File: src/rtl/pkt_framer_pkg.sv
package pkt_framer_pkg;

    typedef enum logic [2:0] {
        ST_IDLE,
        ST_MARK,
        ST_CMD,
        ST_LEN,
        ST_PAY,
        ST_CKL,
        ST_CKH
    } tx_state_e;

    typedef enum logic [1:0] {
        FMT_RAW     = 2'd0,
        FMT_TSTAMP  = 2'd1,
        FMT_CLKSRC  = 2'd2,
        FMT_RAW_ALT = 2'd3
    } pay_fmt_e;

    localparam logic [7:0] FRAME_MARK     = 8'h82;
    localparam logic [7:0] CMD_TSTAMP_EN  = 8'h01;
    localparam logic [7:0] CMD_CLK_SOURCE = 8'h02;
    localparam logic [7:0] LEN_TSTAMP     = 8'd1;

endpackage

File: src/rtl/pkt_payload_ram.sv
module pkt_payload_ram #(
    parameter int ADDR_W = 6,
    parameter int DATA_W = 8
) (
    input  logic              clk,
    input  logic              wr_en,
    input  logic [ADDR_W-1:0] wr_addr,
    input  logic [DATA_W-1:0] wr_data,
    input  logic [ADDR_W-1:0] rd_addr,
    output logic [DATA_W-1:0] rd_data
);
    localparam int DEPTH = 1 << ADDR_W;

    logic [DATA_W-1:0] mem_q [DEPTH];

    // Host-side write port; contents are not reset
    always_ff @(posedge clk) begin
        if (wr_en) begin
            mem_q[wr_addr] <= wr_data;
        end
    end

    // Combinational read so the payload byte is ready in its own cycle
    assign rd_data = mem_q[rd_addr];

endmodule

File: src/rtl/pkt_payload_fmt.sv
module pkt_payload_fmt
    import pkt_framer_pkg::*;
#(
    parameter int ADDR_W     = 6,
    parameter int RATE_BYTES = 4,
    localparam int RATE_W    = 8 * RATE_BYTES
) (
    input  pay_fmt_e          fmt,
    input  logic [ADDR_W-1:0] idx,
    input  logic [7:0]        ram_byte,
    input  logic              tc_on,
    input  logic              clk_ext,
    input  logic [RATE_W-1:0] rate,
    output logic [7:0]        pay_byte
);
    // payload byte for the selected formatter at payload index idx
    always_comb begin
        pay_byte = ram_byte;
        case (fmt)
            FMT_TSTAMP: begin
                pay_byte = {7'd0, tc_on};
            end
            FMT_CLKSRC: begin
                pay_byte = {7'd0, clk_ext};
                for (int b = 0; b < RATE_BYTES; b++) begin
                    if (idx == ADDR_W'(b + 1)) begin
                        pay_byte = rate[8*b +: 8];
                    end
                end
            end
            default: pay_byte = ram_byte;
        endcase
    end

endmodule

File: src/rtl/pkt_check_acc.sv
module pkt_check_acc (
    input  logic       clk,
    input  logic       rst_n,
    input  logic       clr,
    input  logic       upd,
    input  logic [7:0] byte_in,
    output logic [7:0] ck_lo,
    output logic [7:0] ck_hi
);
    typedef struct packed {
        logic       odd;
        logic [7:0] lo;
        logic [7:0] hi;
    } acc_t;

    acc_t acc_d, acc_q;

    // Even-numbered bytes fold into lo, odd-numbered into hi
    always_comb begin
        acc_d = acc_q;
        if (clr) begin
            acc_d = '0;
        end else if (upd) begin
            if (acc_q.odd) begin
                acc_d.hi = acc_q.hi ^ byte_in;
            end else begin
                acc_d.lo = acc_q.lo ^ byte_in;
            end
            acc_d.odd = ~acc_q.odd;
        end
    end

    always_ff @(posedge clk or negedge rst_n) begin
        if (!rst_n) begin
            acc_q <= '0;
        end else begin
            acc_q <= acc_d;
        end
    end

    assign ck_lo = ~acc_q.lo;
    assign ck_hi = ~acc_q.hi;

    // each folded byte moves the parity to the other accumulator
    a_r3_parity_alternates: assert property (@(posedge clk) disable iff (!rst_n)
        (upd && !clr) |=> (acc_q.odd != $past(acc_q.odd)));

    // a clear leaves both check values at the empty-frame result
    a_r8_clear_fresh: assert property (@(posedge clk) disable iff (!rst_n)
        clr |=> (ck_lo == 8'hFF && ck_hi == 8'hFF && !acc_q.odd));

endmodule

File: src/rtl/pkt_framer_tx.sv
module pkt_framer_tx
    import pkt_framer_pkg::*;
#(
    parameter int MAX_LEN    = 60,
    parameter int RATE_BYTES = 4,
    localparam int ADDR_W    = $clog2(MAX_LEN),
    localparam int RATE_W    = 8 * RATE_BYTES
) (
    input  logic              clk,
    input  logic              rst_n,
    input  logic              flush,
    input  logic              start,
    input  logic [1:0]        fmt_sel,
    input  logic [7:0]        cmd_code,
    input  logic [7:0]        cmd_len,
    input  logic              tc_on,
    input  logic              clk_ext,
    input  logic [RATE_W-1:0] clk_rate_hz,
    input  logic              pl_wr_en,
    input  logic [ADDR_W-1:0] pl_wr_addr,
    input  logic [7:0]        pl_wr_data,
    output logic [7:0]        tx_data,
    output logic              tx_valid,
    input  logic              tx_ready,
    output logic              busy,
    output logic              done,
    output logic              len_err
);
    localparam logic [7:0] MAX_LEN_B    = 8'(MAX_LEN);
    localparam logic [7:0] LEN_CLKSRC   = 8'(RATE_BYTES + 1);

    typedef struct packed {
        tx_state_e         st;
        logic [7:0]        cmd;
        logic [7:0]        len;
        logic [ADDR_W-1:0] idx;
        pay_fmt_e          fmt;
        logic              tc_on;
        logic              clk_ext;
        logic [RATE_W-1:0] rate;
        logic              done;
        logic              err;
    } ctl_t;

    ctl_t ctl_d, ctl_q;

    logic [7:0]        eff_cmd;
    logic [7:0]        eff_len;
    pay_fmt_e          req_fmt;
    logic [ADDR_W-1:0] pay_last;
    logic [7:0]        ram_byte;
    logic [7:0]        pay_byte;
    logic [7:0]        ck_lo;
    logic [7:0]        ck_hi;
    logic              acc_clr;
    logic              acc_upd;

    // Payload storage written by the host
    pkt_payload_ram #(
        .ADDR_W (ADDR_W),
        .DATA_W (8)
    ) u_ram (
        .clk     (clk),
        .wr_en   (pl_wr_en),
        .wr_addr (pl_wr_addr),
        .wr_data (pl_wr_data),
        .rd_addr (ctl_q.idx),
        .rd_data (ram_byte)
    );

    // Formatter for the built-in payload kinds
    pkt_payload_fmt #(
        .ADDR_W     (ADDR_W),
        .RATE_BYTES (RATE_BYTES)
    ) u_fmt (
        .fmt      (ctl_q.fmt),
        .idx      (ctl_q.idx),
        .ram_byte (ram_byte),
        .tc_on    (ctl_q.tc_on),
        .clk_ext  (ctl_q.clk_ext),
        .rate     (ctl_q.rate),
        .pay_byte (pay_byte)
    );

    // Running check bytes
    pkt_check_acc u_ck (
        .clk     (clk),
        .rst_n   (rst_n),
        .clr     (acc_clr),
        .upd     (acc_upd),
        .byte_in (tx_data),
        .ck_lo   (ck_lo),
        .ck_hi   (ck_hi)
    );

    // Command and length actually framed for the requested format
    always_comb begin
        req_fmt = pay_fmt_e'(fmt_sel);
        case (req_fmt)
            FMT_TSTAMP: begin
                eff_cmd = CMD_TSTAMP_EN;
                eff_len = LEN_TSTAMP;
            end
            FMT_CLKSRC: begin
                eff_cmd = CMD_CLK_SOURCE;
                eff_len = LEN_CLKSRC;
            end
            default: begin
                eff_cmd = cmd_code;
                eff_len = cmd_len;
            end
        endcase
    end

    assign pay_last = ADDR_W'(ctl_q.len) - ADDR_W'(1);

    // Output byte mux
    always_comb begin
        case (ctl_q.st)
            ST_MARK: tx_data = FRAME_MARK;
            ST_CMD:  tx_data = ctl_q.cmd;
            ST_LEN:  tx_data = ctl_q.len;
            ST_PAY:  tx_data = pay_byte;
            ST_CKL:  tx_data = ck_lo;
            ST_CKH:  tx_data = ck_hi;
            default: tx_data = 8'h00;
        endcase
    end

    assign tx_valid = (ctl_q.st != ST_IDLE);
    assign busy     = tx_valid;
    assign done     = ctl_q.done;
    assign len_err  = ctl_q.err;

    // Bytes numbered into the check bytes: command, length, payload
    assign acc_upd = tx_ready && !flush &&
                     (ctl_q.st == ST_CMD || ctl_q.st == ST_LEN || ctl_q.st == ST_PAY);

    // Next-state logic
    always_comb begin
        ctl_d      = ctl_q;
        ctl_d.done = 1'b0;
        ctl_d.err  = 1'b0;
        acc_clr    = 1'b0;
        if (flush) begin
            // drop the frame at once
            ctl_d.st  = ST_IDLE;
            ctl_d.idx = '0;
            acc_clr   = 1'b1;
        end else begin
            case (ctl_q.st)
                ST_IDLE: begin
                    if (start) begin
                        if (eff_len > MAX_LEN_B) begin
                            ctl_d.err = 1'b1;
                        end else begin
                            ctl_d.st      = ST_MARK;
                            ctl_d.cmd     = eff_cmd;
                            ctl_d.len     = eff_len;
                            ctl_d.fmt     = req_fmt;
                            ctl_d.tc_on   = tc_on;
                            ctl_d.clk_ext = clk_ext;
                            ctl_d.rate    = clk_rate_hz;
                            ctl_d.idx     = '0;
                            acc_clr       = 1'b1;
                        end
                    end
                end
                ST_MARK: if (tx_ready) ctl_d.st = ST_CMD;
                ST_CMD:  if (tx_ready) ctl_d.st = ST_LEN;
                ST_LEN: begin
                    if (tx_ready) begin
                        ctl_d.idx = '0;
                        ctl_d.st  = (ctl_q.len == 8'd0) ? ST_CKL : ST_PAY;
                    end
                end
                ST_PAY: begin
                    if (tx_ready) begin
                        if (ctl_q.idx == pay_last) begin
                            ctl_d.st = ST_CKL;
                        end else begin
                            ctl_d.idx = ctl_q.idx + ADDR_W'(1);
                        end
                    end
                end
                ST_CKL:  if (tx_ready) ctl_d.st = ST_CKH;
                ST_CKH: begin
                    if (tx_ready) begin
                        ctl_d.st   = ST_IDLE;
                        ctl_d.done = 1'b1;
                    end
                end
                default: ctl_d.st = ST_IDLE;
            endcase
        end
    end

    always_ff @(posedge clk or negedge rst_n) begin
        if (!rst_n) begin
            ctl_q <= '0;
        end else begin
            ctl_q <= ctl_d;
        end
    end

    a_r1_mark_first: assert property (@(posedge clk) disable iff (!rst_n)
        $rose(tx_valid) |-> (tx_data == FRAME_MARK));

    a_r4_stall_hold: assert property (@(posedge clk) disable iff (!rst_n)
        (tx_valid && !tx_ready && !flush) |=> (tx_valid && $stable(tx_data)));

    a_r5_busy_from_start: assert property (@(posedge clk) disable iff (!rst_n)
        $rose(busy) |-> $past(start));

    a_r6_err_no_frame: assert property (@(posedge clk) disable iff (!rst_n)
        len_err |-> (!busy && !tx_valid));

    a_r7_done_single: assert property (@(posedge clk) disable iff (!rst_n)
        done |=> !done);

    a_r7_done_idle: assert property (@(posedge clk) disable iff (!rst_n)
        done |-> !busy);

    a_r8_flush_idle: assert property (@(posedge clk) disable iff (!rst_n)
        flush |=> (!tx_valid && !busy && !done));

endmodule

File: config.mk
export PLATFORM = sky130hd
export DESIGN_NAME = pkt_framer_tx
export DESIGN_NICKNAME = d
export VERILOG_FILES = /design/src/rtl/pkt_framer_pkg.sv /design/src/rtl/pkt_payload_ram.sv /design/src/rtl/pkt_payload_fmt.sv /design/src/rtl/pkt_check_acc.sv /design/src/rtl/pkt_framer_tx.sv
export SDC_FILE = /design/constraint.sdc
export NUM_CORES = 1
export LEC_CHECK = 0
export ABC_AREA = 1
export CORE_ASPECT_RATIO = 0.6
export CORE_MARGIN = 4
export CORE_UTILIZATION = 55
export CTS_BUF_LIST = sky130_fd_sc_hd__clkbuf_4
export CTS_CLUSTER_DIAMETER = 60
export DETAILED_ROUTE_END_ITERATION = 8
export MAX_ROUTING_LAYER = met4
export PLACE_DENSITY = 0.73
export SETUP_SLACK_MARGIN = 0.4
export SYNTH_ARGS = -nofsm -noshare
export SYNTH_HDL_FRONTEND = slang
export SYNTH_HIERARCHICAL = 1
export SYNTH_SLANG_ARGS = --single-unit
File: constraint.sdc
create_clock -name clk -period 7.15 [get_ports clk]
set_input_delay 1.7875 -clock clk [delete_from_list [all_inputs] [get_ports clk]]
set_output_delay 1.7875 -clock clk [all_outputs]
set_load 0.05 [all_outputs]
==> run metrics, run 1 <==
grt ovf=0; dpl cells=3,107; H-Tree Depth=4; # clock sinks=592; Cell variety after synth=38; DRC violations left=0; dpl hpwl=40,200 µm; EDFF count, synth=512; Max Clk Rate=153 MHz; pwr/cell area=269 nW/µm²; sequential fraction of the synthesis area=66.7%; Critical-path top delay cell=buf_4; First DRT Iteration DRCs=2,596; CP required=5.36 ns; crit share post-route=91.2%; hold wc startpoint=ctl_q[25]$_DFFE_PN0P_; gpl congestion=0.963; post-synthesis register bit count=592; clock latency on the worst-skew pair=0.85 ns; largest net degree at the start of global routing=146; Die X-Extent=289 µm; Async SR Flop Fraction=13.5%; CTS clk-pin slew, worst paths=0.07 ns; most common cell after layout, fill and taps aside=nand2_1; total track usage=27.3%; setup repair bufs after CTS=0; total number of vias=19,200; crit-path max cell delay=0.78 ns; initial antenna violation count=1; fin cells=3,337; die height=177 µm; # setup viols final=0; Rows=61; DR WL/cell=20.2 µm; dpl ws=1.50 ns; most used cell along the critical path=nor2_1; area delta synth->final=10.4%; CTS root buf=clkbuf_4; Netlist Area Pre-Place=26,100 µm²; die area=51,100 µm²; CTS tree=done; outcome=complete, no violations; Avg Cell Area, Syn=10.5 µm²; crit path kind=reg -> out; CP endpoint kind=primary output; Post-Syn Nets=2,567; core area=46,600 µm²; DR pass1 iterations=8; top_reg_cell synth=edfxtp_1; cell count after synthesis=2,489; Max VDD drop=0.000200 V; first-pass GRT wire length=103,000 µm; yosys warns=6; Max-Cap Viols=0; vias per cell=5.74; fin crit period=6.52 ns; Leak=11.3 nW; # port buffers=83; clk buf depth=3; Final Worst Setup Slack=0.632 ns; Setup TNS=0 ns; num ports=84; Final Max Tran Viols=0; layout net count=2,694; Least-Margin Pin Slew=1.01 ns; final hold viol count=0; unrepaired setup endpoints after global routing=yes; CTS buffer count=137; placed inst area=27,000 µm²; worst r2r src=ctl_q[40]$_DFFE_PN0P_; CP Launch Type=flop; Final Cell Area=28,800 µm²; CP startpoint=ctl_q[40]$_DFFE_PN0P_; most frequent cells in the layout=nand2_1, edfxtp_1, nand3_1, clkbuf_4, nor2_1; CP Cell Sequence=buf_4 -> nand4_2 -> nor2_1 -> nor2_1 -> o21ai_1 -> nand2_1 -> a221oi_1 -> nand3_1 -> clkdlybuf4s50_1; highest net fanout along the worst path=72; arrival time at the worst endpoint=4.73 ns; layout cell share with drive strength beyond 1=11.2%; DRT antenna net count=0; vias in the first global route=18,400; final wirelength=67,400 µm; Initial Util=56.0%; worst min path class=reg -> reg; Rel. slew slack=32.5%; hold_ws=0.474 ns; Worst Skew=0.0494 ns
==> routing by layer <==
| layer | GRT usage [%] | routed length, µm |
|---|---|---|
| met1 | 39.6 | 28800 |
| met2 | 37.2 | 28800 |
| met3 | 8.19 | 8380 |
| met4 | 8.49 | 1460 |
| met5 | - | 0 |
==> logic make-up (layout without fill, tap and decap cells) <==
kind of cell	Yosys count	count (layout)	synth area share, %
other	0	2	0
adder cells (fa/ha/maj)	6	6	0.288
buffers and inverters	244	460	5.45
XOR/XNOR	5	5	0.168
AO/OA/AOI/OAI	68	68	1.53
AND/OR/NAND/NOR	1574	1574	25.9
flip-flops	592	592	66.7
==> flip-flops by register name (all words and copies together) (netlist names) <==
signal       flops
done             1
ctl_q           61
u_ram/mem_q    512
u_ck/acc_q      17
len_err          1
==> path summary, 6_finish.rpt <==
path | to | slack (ns) | cells past startpoint
min reg2reg | ctl_q[25]$_DFFE_PN0P_ | 0.47 | 2
min | ctl_q[25]$_DFFE_PN0P_ | 0.47 | 2
max | tx_data[1] | 0.63 | 9
max reg2reg | u_ck/acc_q[13]$_DFFE_PN0P_ | 3.58 | 12
min in group asynchronous | u_ck/acc_q[7]$_DFFE_PN0P_ | 0.76 | 1
max in group asynchronous | ctl_q[38]$_DFFE_PN0P_ | 5.16 | 2
==> synth_stat cells, types with 3 or more instances <==
cell type	n	area (µm²)
ha_1	6	75.1
nand4_1	21	131
inv_1	97	364
nor4_1	8	50.1
clkbuf_1	15	56.3
or2_2	3	18.8
nor2_2	5	31.3
o21ai_0	28	140
o21ai_1	18	90.1
nand3_1	507	2540
nand3_2	4	40.0
buf_2	45	225
inv_2	10	37.5
dfrtp_1	80	2000
buf_4	18	135
nand4_2	3	37.5
o21a_1	3	22.5
buf_1	10	37.5
nor2_4	7	78.8
nand2_1	915	3430
edfxtp_1	512	15400
a221oi_1	8	70.1
xnor2_1	3	26.3
a21oi_1	4	20.0
nor2_1	98	368
buf_6	45	507
==> critical path, delay by kind of cell (launching register included) <==
| kind | cells | cell delay [ns] |
|---|---|---|
| buffers and inverters | 2 | 1.56 |
| AO/OA/AOI/OAI | 2 | 0.65 |
| AND/OR/NAND/NOR | 5 | 1.29 |
| flip-flops | 1 | 0.36 |
==> where the power goes <==
| part | switching (mW) | leakage (nW) | internal [mW] |
|---|---|---|---|
| registers | 0.122 | 5.65 | 3.92 |
| logic | 0.699 | 4.68 | 0.306 |
| clock network | 1.31 | 1.00 | 1.39 |
==> metrics by stage <==
stage / total power [mW] / util (%)
3_5_place_dp: 5.09 / 58.1
3_3_place_gp: 5.07 / 58.1
4_1_cts: 7.77 / 61.8
2_1_floorplan: 4.77 / -
6_report: 7.74 / 61.8
5_1_grt: 8.09 / 61.8
==> repair_timing <==
item / CTS / global route
setup endpoints to repair: 0 / 4
resized for setup: 0 / 4
hold buffers: 0 / 0
==> cell type report <==
| cell class | instances | area [µm²] |
|---|---|---|
| Antenna cell | 2 | 5.00 |
| Clock buffer | 200 | 1500 |
| Clock inverter | 28 | 209 |
| Fill cell | 3739 | 17800 |
| Inverter | 108 | 412 |
| Multi-Input combinational cell | 1653 | 7270 |
| Sequential cell | 592 | 17400 |
| Tap cell | 630 | 788 |
| Timing Repair Buffer | 124 | 1190 |
Note: power is estimated with default switching activity, not from simulation.
==> run 2, diff against run 1 <==
Settings changed: CAP_MARGIN from default to 20.
Clock period 7.15 ns to 8.1 ns, I/O delays scaled along.
==> run 2 against run 1 <==
  * Clock-buffer cell count is 7 higher
  * Largest cell class unchanged
  * Critical path type unchanged
  * Wire length rose by 1.5%
  * Die area is the same
  * Register-to-register slack better by 0.25 ns
  * Sequential share of layout area is essentially flat
  * Clock power shrank 7%
  * Worst setup slack lost 0.030 ns
  * Final cell count up 0.15%
  * Sequential cell count unchanged
  * Design area hardly changed
==> run metrics, run 2 (synthesized netlist as in run 1, its figures left out) <==
Sw Ratio=27.1% (-0.37 points); Final Max Tran Viols=0 (unchanged); Die X-Extent=289 µm (unchanged); total power=6.94 mW (-10%); dpl cells=3,098 (-0.29%); net switching power=1.88 mW (-12%); num ports=84 (unchanged); Clk pwr share=36.0% (+1.2 points); Rel. slew slack=24.0% (-8.5 points); dpl ws=1.67 ns (+0.172 ns); Internal=5.05 mW (-9.9%); H-Tree Depth=4 (unchanged); # clock sinks=592 (unchanged); Least-Margin Pin Slew=1.14 ns (+0.127 ns); Setup TNS=0 ns (unchanged); DR pass1 iterations=6 (-2); most frequent cells in the layout=nand2_1, edfxtp_1, nand3_1, clkbuf_4, nor2_1; Comb pwr share=12.6% (-0.4 points); Max-Cap Viols=0 (unchanged); Top reg by flops=u_ram/mem_q; clock latency on the worst-skew pair=0.84 ns (about the same); first-pass GRT wire length=105,000 µm (+1.5%); CP required=6.08 ns (+0.72 ns); unrepaired setup endpoints after global routing=no; die area=51,100 µm² (unchanged); Max VDD drop=0.000131 V (-35%); Final Worst Setup Slack=0.602 ns (-0.0301 ns); clk buf depth=3 (unchanged); Flop pwr share=51.4% (-0.8 points); total number of vias=19,300 (+0.65%); Initial Util=56.0% (unchanged); dpl hpwl=40,500 µm (+0.70%); setup repair bufs after CTS=0 (unchanged); pwr/cell area=241 nW/µm² (-10%); gpl congestion=0.927 (-3.8%); Final Cell Area=28,800 µm² (about the same); DRC violations left=0 (unchanged); final wirelength=68,500 µm (+1.5%); CP endpoint kind=primary output; fin cells=3,342 (+0.15%); die height=177 µm (unchanged); DRT antenna net count=0 (unchanged); worst min path class=reg -> reg; layout cell share with drive strength beyond 1=11.2% (-0.025 points); # port buffers=83 (unchanged); vias in the first global route=18,300 (-0.86%); DR WL/cell=20.5 µm (+1.4%); crit share post-route=92.6%; CTS tree=done; largest net degree at the start of global routing=88 (-40%); # setup viols final=0 (unchanged); Max Clk Rate=133 MHz; fin crit period=7.50 ns; fillers=3,695 (-1.2%); Worst Skew=0.0530 ns (+0.00356 ns); Largest regs=u_ram/mem_q: 512 flops, ctl_q: 61 flops, u_ck/acc_q: 17 flops; arrival time at the worst endpoint=5.47 ns (+0.74 ns); Leak=11.3 nW (-0.34%); total track usage=27.6% (+0.32 points); vias per cell=5.77 (+0.50%); Resize count post-CTS=0 (unchanged); Rows=61 (unchanged); First DRT Iteration DRCs=2,728 (+5.1%); placed inst area=26,900 µm² (-0.43%); outcome=complete, no violations; CTS Hold Buffers Added=0 (unchanged); grt ovf=0 (unchanged); CP Launch Type=flop; area delta synth->final=10.3% (about the same); CTS buffer count=137 (unchanged); layout net count=2,685 (-0.33%); most common cell after layout, fill and taps aside=nand2_1; core area=46,600 µm² (unchanged); CTS clk-pin slew, worst paths=0.07 ns (about the same); CTS root buf=clkbuf_4; Largest register FFs=512 (unchanged); initial antenna violation count=1 (unchanged); crit path kind=reg -> out; highest net fanout along the worst path=87 (+21%); final hold viol count=0 (unchanged)
run 2: cell count changes in the layout (fill, tap and decap cells not counted), sizes merged, moves of 2 or more:
| cell | before | now |
|---|---|---|
| buf | 50 | 41 |
| bufinv | 3 | 5 |
| clkbuf | 200 | 207 |
| clkdlybuf4s50 | 71 | 74 |
| clkinv | 20 | 26 |
| clkinvlp | 5 | 3 |
| dlymetal6s2s | 3 | 0 |
| inv | 108 | 110 |
run 2: worst paths after layout:
check                      depth (start not counted)                   endpoint                   from  slack (ns)
min in group asynchronous                          1  u_ck/acc_q[5]$_DFFE_PN0P_                  rst_n        0.99
max reg2reg                                       18  u_ck/acc_q[9]$_DFFE_PN0P_  ctl_q[38]$_DFFE_PN0P_        3.83
max                                               15                 tx_data[1]  ctl_q[38]$_DFFE_PN0P_        0.60
min reg2reg                                        2      ctl_q[21]$_DFFE_PN0P_  ctl_q[21]$_DFFE_PN0P_        0.47
min                                                2      ctl_q[21]$_DFFE_PN0P_  ctl_q[21]$_DFFE_PN0P_        0.47
max in group asynchronous                          2      ctl_q[39]$_DFFE_PN0P_                  rst_n        5.88
run 2: metal layers:
layer,up-vias,share of wire [%],wire length (µm),GRT usage (%)
met5,-,0,0,-
met3,133,12,8490,7.57
met4,0,2.1,1470,7.70
met1,9184,42,28900,41.2
li1,8813,-,-,-
met2,1159,43,29600,37.3
run 2: final cells by class:
cell class                 count  area [µm²]  area share [%]
timing repair buffer         115        1070            3.71
multi-input combinational   1653        7270            25.3
sequential                   592       17400            60.4
clock buffer                 207        1550            5.40
inverter                     108         412            1.43
tap                          630         788            2.74
antenna                        1        2.50         0.00870
clock inverter                36         284           0.987
run 2: worst max-delay path, cell delays in order (launching register included):
cell	delay [ns]
dfrtp_4	0.92
inv_6	0.39
buf_12	0.30
nand2_1	0.14
nand3_1	0.09
nand3_1	0.13
nand2_1	0.12
nand2_1	0.09
nand3_1	0.14
nand3_1	0.19
nand2_1	0.11
nand2_1	0.09
nand2_1	0.07
a221oi_1	0.51
nand3_1	0.34
clkdlybuf4s50_1	0.80
run 2: power groups by stage:
stage | registers [mW] | clock network, mW | logic [mW]
finish | 3.56 | 2.50 | 0.876
global placement | 3.62 | 0 | 0.835
floorplan | 3.59 | 0 | 0.625
detailed placement | 3.63 | 0 | 0.859
CTS | 3.56 | 2.55 | 0.863
global route | 3.58 | 2.72 | 0.968
run 2: per-stage QoR:
stage	utilization, %	hold slack, ns
global route	61.8	0.495
detailed placement	57.8	0.459
global placement	57.8	0.457
CTS	61.8	0.476
finish	61.8	0.475
floorplan	-	0.442
